**src/rtl/keyedWdtPkg.sv**
```systemverilog
package keyedWdtPkg;

  localparam int CNT_W    = 32;
  localparam int PTV_W    = 3;
  localparam int NUM_SYNC = 5;

  localparam int SLOT_CTRL  = 0;
  localparam int SLOT_LOAD  = 1;
  localparam int SLOT_TRIG  = 2;
  localparam int SLOT_DELAY = 3;
  localparam int SLOT_KEY   = 4;

  localparam logic [7:0] ADR_REV     = 8'h00;
  localparam logic [7:0] ADR_SYSCTL  = 8'h04;
  localparam logic [7:0] ADR_STAT    = 8'h08;
  localparam logic [7:0] ADR_ENSET   = 8'h0C;
  localparam logic [7:0] ADR_ENCLR   = 8'h10;
  localparam logic [7:0] ADR_PEND    = 8'h14;
  localparam logic [7:0] ADR_CTRL    = 8'h18;
  localparam logic [7:0] ADR_LOAD    = 8'h1C;
  localparam logic [7:0] ADR_COUNT   = 8'h20;
  localparam logic [7:0] ADR_TRIG    = 8'h24;
  localparam logic [7:0] ADR_DELAY   = 8'h28;
  localparam logic [7:0] ADR_KEY     = 8'h2C;

  localparam logic [31:0] KEY_HALT_A = 32'h0000_AAAA;
  localparam logic [31:0] KEY_HALT_B = 32'h0000_5555;
  localparam logic [31:0] KEY_RUN_A  = 32'h0000_BBBB;
  localparam logic [31:0] KEY_RUN_B  = 32'h0000_4444;

  typedef enum logic [1:0] {
    KEY_IDLE,
    KEY_HALT_HALF,
    KEY_RUN_HALF
  } keyState_e;

  typedef struct packed {
    logic             clear;
    logic             reload;
    logic             run;
    logic             preEn;
    logic [PTV_W-1:0] ptv;
    logic [CNT_W-1:0] loadVal;
    logic [CNT_W-1:0] delayVal;
  } dpCtl_t;

  function automatic logic [7:0] slotAddr(input int idx);
    case (idx)
      SLOT_CTRL:  return ADR_CTRL;
      SLOT_LOAD:  return ADR_LOAD;
      SLOT_TRIG:  return ADR_TRIG;
      SLOT_DELAY: return ADR_DELAY;
      default:    return ADR_KEY;
    endcase
  endfunction

endpackage

```
**src/rtl/wdtPendSlot.sv**
```systemverilog
module wdtPendSlot #(
  parameter int LAT = 4,
  parameter int W   = 32
) (
  input  logic         clk,
  input  logic         rstN,
  input  logic         clr,
  input  logic         wrStb,
  input  logic [W-1:0] wrData,
  output logic         busy,
  output logic         commit,
  output logic [W-1:0] stagedData
);

  localparam int CW = $clog2(LAT + 1);

  logic [CW-1:0] remain;

  always_ff @(posedge clk or negedge rstN) begin
    if (!rstN) begin
      remain     <= '0;
      stagedData <= '0;
    end else if (clr) begin
      remain     <= '0;
      stagedData <= '0;
    end else if (wrStb) begin
      remain     <= CW'(LAT);
      stagedData <= wrData;
    end else if (remain != '0) begin
      remain <= remain - CW'(1);
    end
  end

  assign busy   = (remain != '0);
  assign commit = (remain == CW'(1)) && !wrStb && !clr;

  // a write in flight stays pending until it commits
  p_busy_until_commit_r2: assert property (@(posedge clk) disable iff (!rstN)
    (busy && !commit && !clr) |=> busy);

  // the pending flag drops at the commit edge
  p_commit_clears_r2: assert property (@(posedge clk) disable iff (!rstN)
    commit |=> !busy);

endmodule

```
**src/rtl/wdtCounterPath.sv**
```systemverilog
module wdtCounterPath
  import keyedWdtPkg::*;
(
  input  logic             clk,
  input  logic             rstN,
  input  logic             refTick,
  input  dpCtl_t           ctl,
  output logic [CNT_W-1:0] count,
  output logic             ovfPulse,
  output logic             dlyPulse
);

  localparam int DIV_W = (1 << PTV_W) - 1;

  logic [DIV_W-1:0] divCnt;
  logic [DIV_W-1:0] divLimit;
  logic             divWrap;
  logic             step;
  logic [CNT_W-1:0] nextCount;

  always_comb begin
    divLimit  = (DIV_W'(1) << ctl.ptv) - DIV_W'(1);
    divWrap   = (divCnt >= divLimit);
    step      = ctl.run && refTick && (!ctl.preEn || divWrap);
    nextCount = count + CNT_W'(1);
  end

  always_ff @(posedge clk or negedge rstN) begin
    if (!rstN) begin
      divCnt <= '0;
    end else if (ctl.clear || ctl.reload) begin
      divCnt <= '0;
    end else if (ctl.run && refTick && ctl.preEn) begin
      divCnt <= divWrap ? '0 : divCnt + DIV_W'(1);
    end
  end

  always_ff @(posedge clk or negedge rstN) begin
    if (!rstN) begin
      count    <= '0;
      ovfPulse <= 1'b0;
      dlyPulse <= 1'b0;
    end else begin
      ovfPulse <= 1'b0;
      dlyPulse <= 1'b0;
      if (ctl.clear) begin
        count <= '0;
      end else if (ctl.reload) begin
        count <= ctl.loadVal;
      end else if (step) begin
        if (count == '1) begin
          count    <= ctl.loadVal;
          ovfPulse <= 1'b1;
        end else begin
          count    <= nextCount;
          dlyPulse <= (nextCount == ctl.delayVal);
        end
      end
    end
  end

  // a halted counter holds its value
  p_hold_when_halted_r3: assert property (@(posedge clk) disable iff (!rstN)
    (!ctl.run && !ctl.reload && !ctl.clear) |=> $stable(count));

  // without reload or clear the counter only holds, steps by one, or wraps
  p_single_step_r3: assert property (@(posedge clk) disable iff (!rstN)
    (!ctl.reload && !ctl.clear) |=>
      (count == $past(count) || count == $past(count) + CNT_W'(1) || ovfPulse));

  // an overflow leaves the counter at the load value
  p_ovf_reload_r9: assert property (@(posedge clk) disable iff (!rstN)
    ovfPulse |-> (count == $past(ctl.loadVal)));

endmodule

```
**src/rtl/wdtControl.sv**
```systemverilog
module wdtControl
  import keyedWdtPkg::*;
#(
  parameter int          ADDR_W   = 8,
  parameter int          PEND_LAT = 4,
  parameter logic [31:0] REV_ID   = 32'h0002_0103
) (
  input  logic              clk,
  input  logic              rstN,
  input  logic              regRd,
  input  logic              regWr,
  input  logic [ADDR_W-1:0] regAddr,
  input  logic [31:0]       regWdata,
  output logic [31:0]       regRdata,
  output logic              regReady,
  input  logic [CNT_W-1:0]  counterVal,
  input  logic              ovfPulse,
  input  logic              dlyPulse,
  output dpCtl_t            dpCtl,
  output logic              irqOut
);

  logic             srBusy;
  logic             running;
  keyState_e        keyState;
  logic [PTV_W:0]   ctrlReg;
  logic [CNT_W-1:0] loadReg;
  logic [CNT_W-1:0] trigReg;
  logic [CNT_W-1:0] delayReg;
  logic [1:0]       irqStat;
  logic [1:0]       irqEn;

  logic [NUM_SYNC-1:0] slotWr;
  logic [NUM_SYNC-1:0] slotBusy;
  logic [NUM_SYNC-1:0] slotCommit;
  logic [31:0]         slotData [NUM_SYNC];

  logic        reloadStb;
  logic [1:0]  w1cMask;
  logic        wrSys;
  logic        wrSet;
  logic        wrClr;
  logic [31:0] rdMux;

  for (genvar g = 0; g < NUM_SYNC; g++) begin : gSlot
    assign slotWr[g] = regWr && (regAddr == ADDR_W'(slotAddr(g)));
    wdtPendSlot #(.LAT(PEND_LAT), .W(32)) uSlot (
      .clk       (clk),
      .rstN      (rstN),
      .clr       (srBusy),
      .wrStb     (slotWr[g]),
      .wrData    (regWdata),
      .busy      (slotBusy[g]),
      .commit    (slotCommit[g]),
      .stagedData(slotData[g])
    );
  end

  always_comb begin
    wrSys     = regWr && (regAddr == ADDR_W'(ADR_SYSCTL));
    wrSet     = regWr && (regAddr == ADDR_W'(ADR_ENSET));
    wrClr     = regWr && (regAddr == ADDR_W'(ADR_ENCLR));
    w1cMask   = (regWr && (regAddr == ADDR_W'(ADR_STAT))) ? regWdata[1:0] : 2'b00;
    reloadStb = slotCommit[SLOT_TRIG] && (slotData[SLOT_TRIG] != trigReg);
  end

  always_ff @(posedge clk or negedge rstN) begin
    if (!rstN)       srBusy <= 1'b0;
    else if (srBusy) srBusy <= 1'b0;
    else if (wrSys && regWdata[0]) srBusy <= 1'b1;
  end

  always_ff @(posedge clk or negedge rstN) begin
    if (!rstN) begin
      running  <= 1'b0;
      keyState <= KEY_IDLE;
      ctrlReg  <= '0;
      loadReg  <= '0;
      trigReg  <= '0;
      delayReg <= '0;
      irqStat  <= '0;
      irqEn    <= '0;
    end else if (srBusy) begin
      running  <= 1'b0;
      keyState <= KEY_IDLE;
      ctrlReg  <= '0;
      loadReg  <= '0;
      trigReg  <= '0;
      delayReg <= '0;
      irqStat  <= '0;
      irqEn    <= '0;
    end else begin
      if (slotCommit[SLOT_CTRL])  ctrlReg  <= slotData[SLOT_CTRL][PTV_W:0];
      if (slotCommit[SLOT_LOAD])  loadReg  <= slotData[SLOT_LOAD];
      if (slotCommit[SLOT_TRIG])  trigReg  <= slotData[SLOT_TRIG];
      if (slotCommit[SLOT_DELAY]) delayReg <= slotData[SLOT_DELAY];
      if (slotCommit[SLOT_KEY]) begin
        case (keyState)
          KEY_IDLE: begin
            if (slotData[SLOT_KEY] == KEY_RUN_A)       keyState <= KEY_RUN_HALF;
            else if (slotData[SLOT_KEY] == KEY_HALT_A) keyState <= KEY_HALT_HALF;
          end
          KEY_RUN_HALF: begin
            if (slotData[SLOT_KEY] == KEY_RUN_B) running <= 1'b1;
            keyState <= KEY_IDLE;
          end
          KEY_HALT_HALF: begin
            if (slotData[SLOT_KEY] == KEY_HALT_B) running <= 1'b0;
            keyState <= KEY_IDLE;
          end
          default: keyState <= KEY_IDLE;
        endcase
      end
      if (wrSet)      irqEn <= irqEn | regWdata[1:0];
      else if (wrClr) irqEn <= irqEn & ~regWdata[1:0];
      irqStat <= (irqStat & ~w1cMask) | {dlyPulse, ovfPulse};
    end
  end

  always_comb begin
    rdMux = '0;
    case (regAddr)
      ADDR_W'(ADR_REV):    rdMux = REV_ID;
      ADDR_W'(ADR_SYSCTL): rdMux = {31'd0, srBusy};
      ADDR_W'(ADR_STAT):   rdMux = {30'd0, irqStat};
      ADDR_W'(ADR_ENSET):  rdMux = {30'd0, irqEn};
      ADDR_W'(ADR_ENCLR):  rdMux = {30'd0, irqEn};
      ADDR_W'(ADR_PEND):   rdMux = 32'(slotBusy);
      ADDR_W'(ADR_CTRL):   rdMux = 32'(ctrlReg);
      ADDR_W'(ADR_LOAD):   rdMux = loadReg;
      ADDR_W'(ADR_COUNT):  rdMux = counterVal;
      ADDR_W'(ADR_TRIG):   rdMux = trigReg;
      ADDR_W'(ADR_DELAY):  rdMux = delayReg;
      default:             rdMux = '0;
    endcase
  end

  always_ff @(posedge clk or negedge rstN) begin
    if (!rstN) begin
      regReady <= 1'b0;
      regRdata <= '0;
    end else begin
      regReady <= regRd || regWr;
      if (regRd) regRdata <= rdMux;
    end
  end

  assign dpCtl.clear    = srBusy;
  assign dpCtl.reload   = reloadStb;
  assign dpCtl.run      = running;
  assign dpCtl.preEn    = ctrlReg[PTV_W];
  assign dpCtl.ptv      = ctrlReg[PTV_W-1:0];
  assign dpCtl.loadVal  = loadReg;
  assign dpCtl.delayVal = delayReg;

  assign irqOut = |(irqStat & irqEn);

  // the counter only starts from the half-completed run sequence
  p_start_keyed_r5: assert property (@(posedge clk) disable iff (!rstN)
    $rose(running) |-> ($past(keyState) == KEY_RUN_HALF));

  // the counter only halts from the half-completed halt sequence or a soft reset
  p_stop_keyed_r6: assert property (@(posedge clk) disable iff (!rstN)
    $fell(running) |-> ($past(keyState) == KEY_HALT_HALF || $past(srBusy)));

  // an overflow pulse is latched into the status register
  p_ovf_status_r9: assert property (@(posedge clk) disable iff (!rstN)
    (ovfPulse && !srBusy) |=> irqStat[0]);

  // a soft reset leaves the block halted with defaults
  p_soft_reset_r12: assert property (@(posedge clk) disable iff (!rstN)
    srBusy |=> (!running && irqEn == 2'b00 && loadReg == '0 && !srBusy));

  // every access is acknowledged in the following cycle
  p_ready_r13: assert property (@(posedge clk) disable iff (!rstN)
    (regRd || regWr) |=> regReady);

endmodule

```
**src/rtl/keyedWatchdog.sv**
```systemverilog
module keyedWatchdog
  import keyedWdtPkg::*;
#(
  parameter int          ADDR_W   = 8,
  parameter int          PEND_LAT = 4,
  parameter logic [31:0] REV_ID   = 32'h0002_0103
) (
  input  logic              clk,
  input  logic              rstN,
  input  logic              refTick,
  input  logic              regRd,
  input  logic              regWr,
  input  logic [ADDR_W-1:0] regAddr,
  input  logic [31:0]       regWdata,
  output logic [31:0]       regRdata,
  output logic              regReady,
  output logic              irqOut,
  output logic              resetReq
);

  dpCtl_t           dpCtl;
  logic [CNT_W-1:0] counterVal;
  logic             ovfPulse;
  logic             dlyPulse;

  wdtControl #(
    .ADDR_W  (ADDR_W),
    .PEND_LAT(PEND_LAT),
    .REV_ID  (REV_ID)
  ) uCtrl (
    .clk       (clk),
    .rstN      (rstN),
    .regRd     (regRd),
    .regWr     (regWr),
    .regAddr   (regAddr),
    .regWdata  (regWdata),
    .regRdata  (regRdata),
    .regReady  (regReady),
    .counterVal(counterVal),
    .ovfPulse  (ovfPulse),
    .dlyPulse  (dlyPulse),
    .dpCtl     (dpCtl),
    .irqOut    (irqOut)
  );

  wdtCounterPath uPath (
    .clk     (clk),
    .rstN    (rstN),
    .refTick (refTick),
    .ctl     (dpCtl),
    .count   (counterVal),
    .ovfPulse(ovfPulse),
    .dlyPulse(dlyPulse)
  );

  assign resetReq = ovfPulse;

endmodule

```
**config.mk**
```make
export PLATFORM = sky130hd
export DESIGN_NAME = keyedWatchdog
export DESIGN_NICKNAME = d
export VERILOG_FILES = /design/src/rtl/keyedWdtPkg.sv /design/src/rtl/wdtPendSlot.sv /design/src/rtl/wdtCounterPath.sv /design/src/rtl/wdtControl.sv /design/src/rtl/keyedWatchdog.sv
export SDC_FILE = /design/constraint.sdc
export NUM_CORES = 1
export LEC_CHECK = 0
export ABC_AREA = 1
export BUFFER_PORTS_ARGS = -buffer_cell sky130_fd_sc_hd__buf_2
export CAP_MARGIN = 20
export CORE_MARGIN = 8
export CORE_UTILIZATION = 55
export CTS_CLUSTER_SIZE = 8
export DETAILED_ROUTE_END_ITERATION = 8
export PLACE_DENSITY = 0.75
export SYNTH_ARGS = -nofsm -noshare
export SYNTH_HDL_FRONTEND = slang
export SYNTH_SLANG_ARGS = --single-unit
```
**constraint.sdc**
```tcl
create_clock -name clk -period 2.9 [get_ports clk]
set_input_delay 0.58 -clock clk [delete_from_list [all_inputs] [get_ports clk]]
set_output_delay 0.58 -clock clk [all_outputs]
set_load 0.05 [all_outputs]
```
==> flow_summary.toml, run 1 <==
[synthesis]
synth.avg_cell_area_um2 = 7.92
ys_warn_count = 0
seq_area_frac_synth = 0.498
synth_nets = 2159
synth_edf_count = 0
ys_seq_elements = 329
synth.distinct_cells = 45
netlist_area_um2 = 16500
synth_ff_type = "dfrtp_1"
syn_inst = 2086
async_reset_ff_frac = 1.00

[status]
status = "complete, no violations"

[routing]
dr.max_layer_used = "met4"
num_vias = 14994
met2_length_mm = 23.7
wl_met1_mm = 21.5
wl_mm = 50.8
drc = 0
met3WireLength_mm = 3.67
drt_iter0_markers = 1306
drt_first_pass_iters = 5
wl_per_cell_um = 19.8
routed_via_density = 5.84
ant_nets = 0

[grt]
gr-total-overflow = 0
grtUsageTotal = 0.285
grt_pass1_wl_mm = 81.4
grt_antenna_before_repair = 0
grt_pass1_vias = 15152
grt_max_degree = 83

[clock_tree]
cts_tree = "yes"
clk_root_buffer_cell = "clkbuf_16"
clk_pin_slew_ns = 0.05
clock-sinks = 329
cts-htree-levels = 2
cts_buffers = 47
clk_latency_ns = 0.55
cts_buffer_depth = 3

[timing]
worstMarginPinSlew_ns = 0.884
layout_setup_ws_ns = 0.245
drv_slew = 0
clock.fmax_ghz = 0.377
rsz0062_at_grt = "no"
min_period_over_period = 0.915
hold_violations = 0
post-route-min-period_ns = 2.65
finalSetupViolations = 0
skew_ns = 0.0180
maxSlewHeadroom = 0.410

[placed_design]
dp_slack_ns = -0.164
gp_congestion = 0.981
place_inst = 2513
dp_hpwl_mm = 35.0
portBuffers = 79

[critical_path]
crit_slowest_cell = "dfrtp_1"
start_kind = "flip-flop"
rrSetupSlack_ns = 0.25
worstSetupPathType = "reg -> reg"
cp_max_fo = 27
cp.arrival_ns = 3.08
path_delay_family = "simple AND/OR/NAND/NOR gates"
cpMostUsedCell = "nor2_2"
critPathLaunch = "uCtrl.ctrlReg[1]$_DFFE_PN0P_"
cp.buffers_inverters = 2
r2r_start = "uCtrl.ctrlReg[1]$_DFFE_PN0P_"
cpPeakStageDelay_ns = 0.41
cp-end-kind = "flip-flop"
required_ns = 3.32
path_cells = "nor2_2, nand2_1, ha_2, o21ai_2, o21ai_0, o21ai_0, ha_1, a21oi_2, o31a_1, nand3_1, nor2_2, nor2_2, nor2_4, inv_2, buf_12, nand3_1, o21ai_1"

[floorplan]
ios = 80
die_x_um = 189
num_rows = 63
fp.coreArea_um2 = 29600
initial_core_util = 0.557
dieArea_um2 = 35800
die_h_um = 189

[finish]
final_cell_count_no_fill = 2569
antenna_cells = 0
syn_to_final_growth_pct = 13.6
nets = 2248
layout_common_cells = "654 x nand2_1, 329 x dfrtp_1, 224 x inv_1, 152 x o21ai_0, 123 x o22ai_1"
layout-drive-gt1-share = 0.109
layout_commonest_cell = "nand2_1"

[pwr]
power_density_nw_per_um2 = 887
p_leak_uw = 0.00900
ir_drop_mv = 0.487

[job]
drv_cap = 0

[hold_path]
min-delay-start = "regWdata[26]"
hold_path.class = "in -> reg"
## through the flow
step	hold WS [ns]	total power (µW)	util	area [µm²]	TNS [ns]
after floorplan	0.284	9970	-	16500	0
final	0.362	16700	0.633	18800	0
after global routing	0.376	17600	0.633	18800	0
after global placement	0.457	11500	0.590	17500	0
after detailed placement	0.460	11700	0.590	17500	-2.50
after CTS	0.350	16500	0.632	18700	-0.0960
## worst min-delay path, stage by stage
cell and delay [ns]:
buf_2 0.09, nand2_1 0.10, o21ai_1 0.08
## power breakdown
part	internal [µW]	switching, µW
sequential	5500	736
combinational	1930	3670
clock	2850	1960
## state kept, by name, indices dropped and copies added, names as in the netlist, 7 cells and up
name,count
uCtrl.gSlot.uSlot.stagedData,132
uCtrl.regRdata,32
uCtrl.delayReg,32
uCtrl.gSlot.uSlot.remain,15
uPath.count,32
uCtrl.loadReg,32
uPath.divCnt,7
uCtrl.trigReg,32
## kinds of logic (layout without fill, tap and decap cells)
family                     count (synthesis)  after routing  synth area share
and+or+nand+nor                          979            979             0.251
AOI/OAI and AO/OA                        417            417             0.145
buffers and inverters                    322            415            0.0783
DFF                                      329            329             0.498
adders and majority gates                 28             28            0.0212
xor gates and xnor gates                  11             11           0.00583
## worst paths after layout
| kind | to | cells after the start |
|---|---|---|
| min | uCtrl.gSlot[2].uSlot.stagedData[26]$_DFFE_PN0P_ | 3 |
| max reg2reg | uPath.count[2]$_DFFE_PN0P_ | 17 |
| max in group asynchronous | uCtrl.gSlot[1].uSlot.stagedData[4]$_DFFE_PN0P_ | 3 |
| min in group asynchronous | uCtrl.gSlot[4].uSlot.stagedData[3]$_DFFE_PN0P_ | 2 |
| max | uPath.count[2]$_DFFE_PN0P_ | 17 |
| min reg2reg | uCtrl.regRdata[8]$_DFFE_PN0P_ | 2 |
## repair_timing
item / in CTS / in global routing
hold buffers: 1 / 0
setup buffers: 0 / 2
hold endpoints to repair: 23 / 0
pin swaps: 0 / 2
resized for setup: 2 / 9
setup endpoints to repair: 24 / 38
## per-layer routing
layer  track usage  vias to the layer above
met5             0                        -
met4         0.115                        0
met3        0.0469                      129
met2         0.461                      601
met1         0.380                     7224
li1              -                     7040
## synthesized netlist by cell type, drive strengths merged, types with 3 or more instances
cell	instances	share of area
a221oi	15	0.0080
nand4	31	0.012
nor4	6	0.0023
o21a	5	0.0023
ha	28	0.021
nand2	661	0.15
nor3	18	0.0073
nor2	142	0.038
xor2	10	0.0053
o21ai	205	0.062
nand3	113	0.036
dfrtp	329	0.50
clkbuf	51	0.012
o21bai	3	0.0014
o211ai	6	0.0027
o22ai	123	0.047
o2111ai	14	0.0074
a21oi	41	0.012
or2	5	0.0020
buf	34	0.013
inv	235	0.053
## area by class of cell
cell class | instances | area, µm²
clock buffer | 49 | 1180
clock inverter | 4 | 33.8
fill | 2587 | 10900
inverter | 237 | 890
multi-input combinational | 1435 | 7040
sequential | 329 | 8230
tap | 390 | 488
timing repair buffer | 125 | 903
(Power assumes the default switching activity.)
==> run 2: changes to the inputs <==
--- a/config.mk
+++ b/config.mk
@@ -9,10 +9,11 @@
 export BUFFER_PORTS_ARGS = -buffer_cell sky130_fd_sc_hd__buf_2
 export CAP_MARGIN = 20
 export CORE_MARGIN = 8
-export CORE_UTILIZATION = 55
+export CORE_UTILIZATION = 60
 export CTS_CLUSTER_SIZE = 8
 export DETAILED_ROUTE_END_ITERATION = 8
-export PLACE_DENSITY = 0.75
+export GPL_ROUTABILITY_DRIVEN = 0
+export PLACE_DENSITY = 0.78
 export SYNTH_ARGS = -nofsm -noshare
 export SYNTH_HDL_FRONTEND = slang
 export SYNTH_SLANG_ARGS = --single-unit
==> constraint.sdc (replaced) <==
create_clock -name clk -period 2.6 [get_ports clk]
set_input_delay 0.52 -clock clk [delete_from_list [all_inputs] [get_ports clk]]
set_output_delay 0.52 -clock clk [all_outputs]
set_load 0.05 [all_outputs]
==> run 2 against run 1 <==
  * Fmax fell by 3.0%
  * Critical path type unchanged
  * Combinational power increased by 22%
  * Clock power grew 12%
  * Sequential power is 12% higher
  * The run now ends with setup timing left
==> flow_summary.toml, run 2 (synthesis gave the netlist of run 1 again) <==
[status]
status = "finished with violations"
violations = "setup timing"

[critical_path]
path_cells = "nor2_4, buf_6, buf_4, buf_4, buf_4, nand2_2, xnor2_1, ha_1, a21oi_2, o31a_1, nand3_2, nor2_4, nor2_4, nor2_4, buf_12, clkbuf_16, o21ai_1"
cpMostUsedCell = "nor2_4"
cp-end-kind = "flip-flop"
cpPeakStageDelay_ns = 0.41
path_delay_family = "buffers and inverters"
cp_max_fo = 5
start_kind = "flip-flop"
cp.arrival_ns = 3.14
worstSetupPathType = "reg -> reg"
crit_slowest_cell = "dfrtp_1"
required_ns = 3.01
cp.buffers_inverters = 6

[job]
drv_cap = 0

[finish]
largest_reg_flops = 132
postLayoutCellArea_um2 = 19100
syn_to_final_growth_pct = 15.4
layout_common_cells = "650 x nand2_1, 329 x dfrtp_1, 224 x inv_1, 148 x o21ai_0, 123 x o22ai_1"
utilization = 0.705
layout_commonest_cell = "nand2_1"
largest_register = "uCtrl.gSlot.uSlot.stagedData"
nets = 2266
layout-drive-gt1-share = 0.122
antenna_cells = 0

[clock_tree]
cts_tree = "yes"
clk_latency_ns = 0.53
cts_buffer_depth = 3
clock-sinks = 329
clk_root_buffer_cell = "clkbuf_16"
cts_buffers = 47
cts-htree-levels = 2
clk_pin_slew_ns = 0.05

[routing]
num_vias = 15543
ant_nets = 0
drc = 0
drt_first_pass_iters = 6
wl_mm = 50.0
routed_via_density = 6.12
drt_iter0_markers = 1803
wl_per_cell_um = 19.7

[grt]
grt_pass1_wl_mm = 80.2
grt_antenna_before_repair = 1
grt_pass1_vias = 15352
gr-total-overflow = 0
grt_max_degree = 75
grtUsageTotal = 0.300

[timing]
post-route-min-period_ns = 2.74
hold_violations = 0
finalSetupViolations = 36
maxSlewHeadroom = 0.579
clock.fmax_ghz = 0.365
skew_ns = 0.0125
rsz0062_at_grt = "yes"
min_period_over_period = 1.05
worstMarginPinSlew_ns = 0.630
drv_slew = 0
layout_setup_ws_ns = -0.136

[placed_design]
dp_hpwl_mm = 33.9
placed_area_um2 = 17500
portBuffers = 79

[floorplan]
dieArea_um2 = 33100
num_rows = 60
initial_core_util = 0.611
die_x_um = 182
ios = 80
fp.coreArea_um2 = 27000
die_h_um = 182

[pwr]
p_leak_uw = 0.00917
p_total_uw = 19200
ir_drop_mv = 0.624
power_density_nw_per_um2 = 1010

[hold_path]
hold_path.class = "in -> reg"
## run 2: changes by cell type in the layout (fill, tap and decap cells not counted), sizes merged
cell      change
buf          +17
clkinv        +2
clkinvlp      -1
inv           -4
clkbuf        +4
## run 2: final cells by class
class	count	area, µm²
Multi-Input combinational cell	1435	7120
Clock buffer	52	1250
Sequential cell	329	8230
Timing Repair Buffer	143	1120
Fill cell	2069	7970
Clock inverter	1	5.00
Tap cell	341	427
Inverter	237	903
## run 2: path summary, 6_finish.rpt
kind,startpoint,to,slack (ns),cells after the start
max,uCtrl.ctrlReg[1]$_DFFE_PN0P_,uPath.count[21]$_DFFE_PN0P_,-0.14,17
min,regWdata[20],uCtrl.gSlot[2].uSlot.stagedData[20]$_DFFE_PN0P_,0.32,3
min in group asynchronous,rstN,uCtrl.gSlot[0].uSlot.remain[2]$_DFFE_PN0P_,0.51,2
min reg2reg,uCtrl.regRdata[21]$_DFFE_PN0P_,uCtrl.regRdata[21]$_DFFE_PN0P_,0.47,2
max reg2reg,uCtrl.ctrlReg[1]$_DFFE_PN0P_,uPath.count[21]$_DFFE_PN0P_,-0.14,17
max in group asynchronous,rstN,uPath.count[30]$_DFFE_PN0P_,1.27,3
## run 2: power by group
part / switching, µW / internal [µW]
clock network: 2090 / 3310
logic: 4350 / 2460
registers: 844 / 6130
total: 7280 / 11900
## run 2: per-layer routing
metal	global-route usage	routed length, µm
met3	0.0615	4760
met5	0	13
met4	0.139	2170
met2	0.478	23100
met1	0.389	20000
## run 2: what timing repair did
| action | CTS | global route |
|---|---|---|
| endpoints found under the hold margin | 49 | 0 |
| pin swaps | 9 | 8 |
| hold buffers | 1 | 0 |
| buffers inserted | 10 | 0 |
| resized for setup | 26 | 16 |
| cloned | 1 | 1 |
| setup endpoints to repair | 39 | 40 |
## run 2: worst register-to-register path, cell delays in order (launching register included)
cell,delay (ns)
dfrtp_1,0.41
nor2_4,0.15
buf_6,0.11
buf_4,0.10
buf_4,0.10
buf_4,0.10
nand2_2,0.05
xnor2_1,0.12
ha_1,0.35
a21oi_2,0.15
o31a_1,0.14
nand3_2,0.11
nor2_4,0.14
nor2_4,0.05
nor2_4,0.10
buf_12,0.17
clkbuf_16,0.18
o21ai_1,0.08
## run 2: through the flow
| stage | setup slack, ns | hold WS (ns) | cells | TNS [ns] |
|---|---|---|---|---|
| after floorplan | 0.00589 | 0.224 | 2086 | 0 |
| after global placement | -0.129 | 0.459 | 2471 | -2.50 |
| after detailed placement | -0.361 | 0.460 | 2471 | -9.39 |
| after CTS | -0.0525 | 0.308 | 2536 | -1.07 |
| after global routing | -0.235 | 0.332 | 2538 | -7.44 |
| final | -0.136 | 0.323 | 2538 | -3.48 |
==> run 3: changes to the inputs <==
--- a/config.mk
+++ b/config.mk
@@ -16,4 +16,5 @@
 export PLACE_DENSITY = 0.78
 export SYNTH_ARGS = -nofsm -noshare
 export SYNTH_HDL_FRONTEND = slang
+export SYNTH_HIERARCHICAL = 1
 export SYNTH_SLANG_ARGS = --single-unit
==> constraint.sdc (replaced) <==
create_clock -name clk -period 2.7 [get_ports clk]
set_input_delay 0.54 -clock clk [delete_from_list [all_inputs] [get_ports clk]]
set_output_delay 0.54 -clock clk [all_outputs]
set_load 0.05 [all_outputs]
==> run 3 against run 2 <==
  * The flow now finishes without violations
  * Clock power decreased by 3.9%
  * Register-to-register slack improved by 0.32 ns
  * Sequential power decreased by 4.4%
  * Cell count increased by 9.4%
  * Via count increased by 4.8%
  * Worst setup slack improved by 0.32 ns
  * Die area increased by 7.6%
  * Power decreased by 13%
  * Routed wire length increased by 3.3%
  * Global-route usage decreased by 1.5 points
  * Non-clock buffer count decreased by 16
  * First-iteration DRC count increased by 18%
  * Critical path type unchanged
  * Largest cell class unchanged
  * Largest power group unchanged
  * Highest routed layer is now met4
==> flow_summary.toml, run 3 <==
[status]
status = "complete, no violations"

[floorplan]
num_rows = 63
die_x_um = 189
dieArea_um2 = 35600
ios = 80
fp.coreArea_um2 = 29500
die_h_um = 189
initial_core_util = 0.607

[critical_path]
required_ns = 3.17
rrSetupSlack_ns = 0.19
cp.arrival_ns = 2.99
worstSetupPathType = "reg -> reg"
cp_max_fo = 6
critPathLaunch = "uPath/count[0]$_DFFE_PN0P_"
r2r_cells = 13
r2r_start = "uPath/count[0]$_DFFE_PN0P_"
cp-end-kind = "flip-flop"
crit_end = "uPath/dlyPulse$_DFF_PN0_"
start_kind = "flip-flop"
timing.rr.end = "uPath/dlyPulse$_DFF_PN0_"

[timing]
min_period_over_period = 0.931
skew_ns = 0.0196
hold_violations = 0
timing.setup.tns_ns = 0
rsz0062_at_grt = "no"
clock.fmax_ghz = 0.398
maxSlewHeadroom = 0.499
worstMarginPinSlew_ns = 0.751
finalSetupViolations = 0
drv_slew = 0
post-route-min-period_ns = 2.51

[clock_tree]
cts_tree = "yes"
clk_latency_ns = 0.56
cts_buffers = 47
clk_root_buffer_cell = "clkbuf_16"
post_cts_buffers = 0
cts_buffer_depth = 3
clk_pin_slew_ns = 0.05
postCtsHoldBufs = 0
post_cts_resize_count = 0
cts-htree-levels = 2
clock-sinks = 329

[routing]
num_vias = 16283
drc = 0
wl_per_cell_um = 18.6
drt_first_pass_iters = 6
wl_mm = 51.7
routed_via_density = 5.87
drt_iter0_markers = 2120
ant_nets = 0

[synthesis]
synth.avg_cell_area_um2 = 7.72
syn_inst = 2318
ys_warn_count = 6
netlist_area_um2 = 17900
synth_nets = 2387

[finish]
antenna_cells = 0
layout_common_cells = "740 x nand2_1, 328 x dfrtp_1, 285 x nand3_1, 215 x inv_1, 147 x nor2_1"
syn_to_final_growth_pct = 9.96
largest_register = "uCtrl/gSlot.uSlot/stagedData"
layout-drive-gt1-share = 0.115
layout_commonest_cell = "nand2_1"
postLayoutCellArea_um2 = 19700
largest_reg_flops = 132
nets = 2450

[placed_design]
dp_hpwl_mm = 35.9
placed_area_um2 = 18400
portBuffers = 79

[pwr]
power_density_nw_per_um2 = 845
ir_drop_mv = 0.506
p_leak_uw = 0.00996
p_total_uw = 16600

[grt]
grtUsageTotal = 0.285
grt_pass1_wl_mm = 82.3
grt_pass1_vias = 15552
grt_antenna_before_repair = 0
gr-total-overflow = 0
grt_max_degree = 91

[hold_path]
hold_path.class = "in -> async"

[job]
drv_cap = 0
==> run 3: per-stage QoR <==
stage,utilization,worst slack (ns),cells,hold WS [ns]
after floorplan,-,0.00811,2318,0.244
after global placement,0.625,0.216,2722,0.453
after detailed placement,0.625,0.0948,2722,0.459
after CTS,0.668,0.215,2776,0.0518
after global routing,0.668,0.0140,2776,0.0666
final,0.668,0.186,2776,0.0244
==> run 3: layout make-up <==
class	instances	area (µm²)
fillers	2430	9800
flip-flops and latches	329	8230
multi-input cells	1643	7980
clock buffers	50	1190
inverters	233	876
repair buffers	127	866
well taps	390	488
clock inverters	4	56.3
==> run 3: routing by layer <==
layer | wire [µm] | GRT usage
met2 | 22100 | 0.419
met1 | 21800 | 0.407
met3 | 6110 | 0.0725
met5 | 0 | 0
met4 | 1610 | 0.0932
==> run 3: worst max-delay path, stage by stage (launching register included) <==
cell     delay [ns]
dfrtp_1        0.47
ha_1           0.30
nand2_4        0.10
nor2_2         0.11
nand2_1        0.17
o21ai_0        0.30
nand2_1        0.12
nand2_1        0.07
nand2_1        0.08
a21oi_1        0.15
nand3_1        0.09
nor2_1         0.09
nand3_1        0.22
nor2_1         0.16
==> run 3: worst min path at each step <==
stage                                                          startpoint  cells after the start                                               to
after global routing                                                 rstN                      1       uCtrl/gSlot[1].uSlot/remain[1]$_DFFE_PN0P_
after global placement    uCtrl/gSlot[4].uSlot/stagedData[19]$_DFFE_PN0P_                      2  uCtrl/gSlot[4].uSlot/stagedData[19]$_DFFE_PN0P_
after floorplan                                                      rstN                      0                     uCtrl/ctrlReg[0]$_DFFE_PN0P_
final                                                                rstN                      1       uCtrl/gSlot[1].uSlot/remain[1]$_DFFE_PN0P_
after CTS                                                            rstN                      1       uCtrl/gSlot[1].uSlot/remain[1]$_DFFE_PN0P_
after detailed placement  uCtrl/gSlot[4].uSlot/stagedData[31]$_DFFE_PN0P_                      2  uCtrl/gSlot[4].uSlot/stagedData[31]$_DFFE_PN0P_
==> run 3: where the power goes <==
part | switching (µW) | internal (µW) | total, µW | leakage (µW)
combinational | 3090 | 1670 | 4770 | 0.00492
sequential | 932 | 5740 | 6670 | 0.00443
clock | 2100 | 3090 | 5190 | 0.000607
total | 6130 | 10500 | 16600 | 0.00996
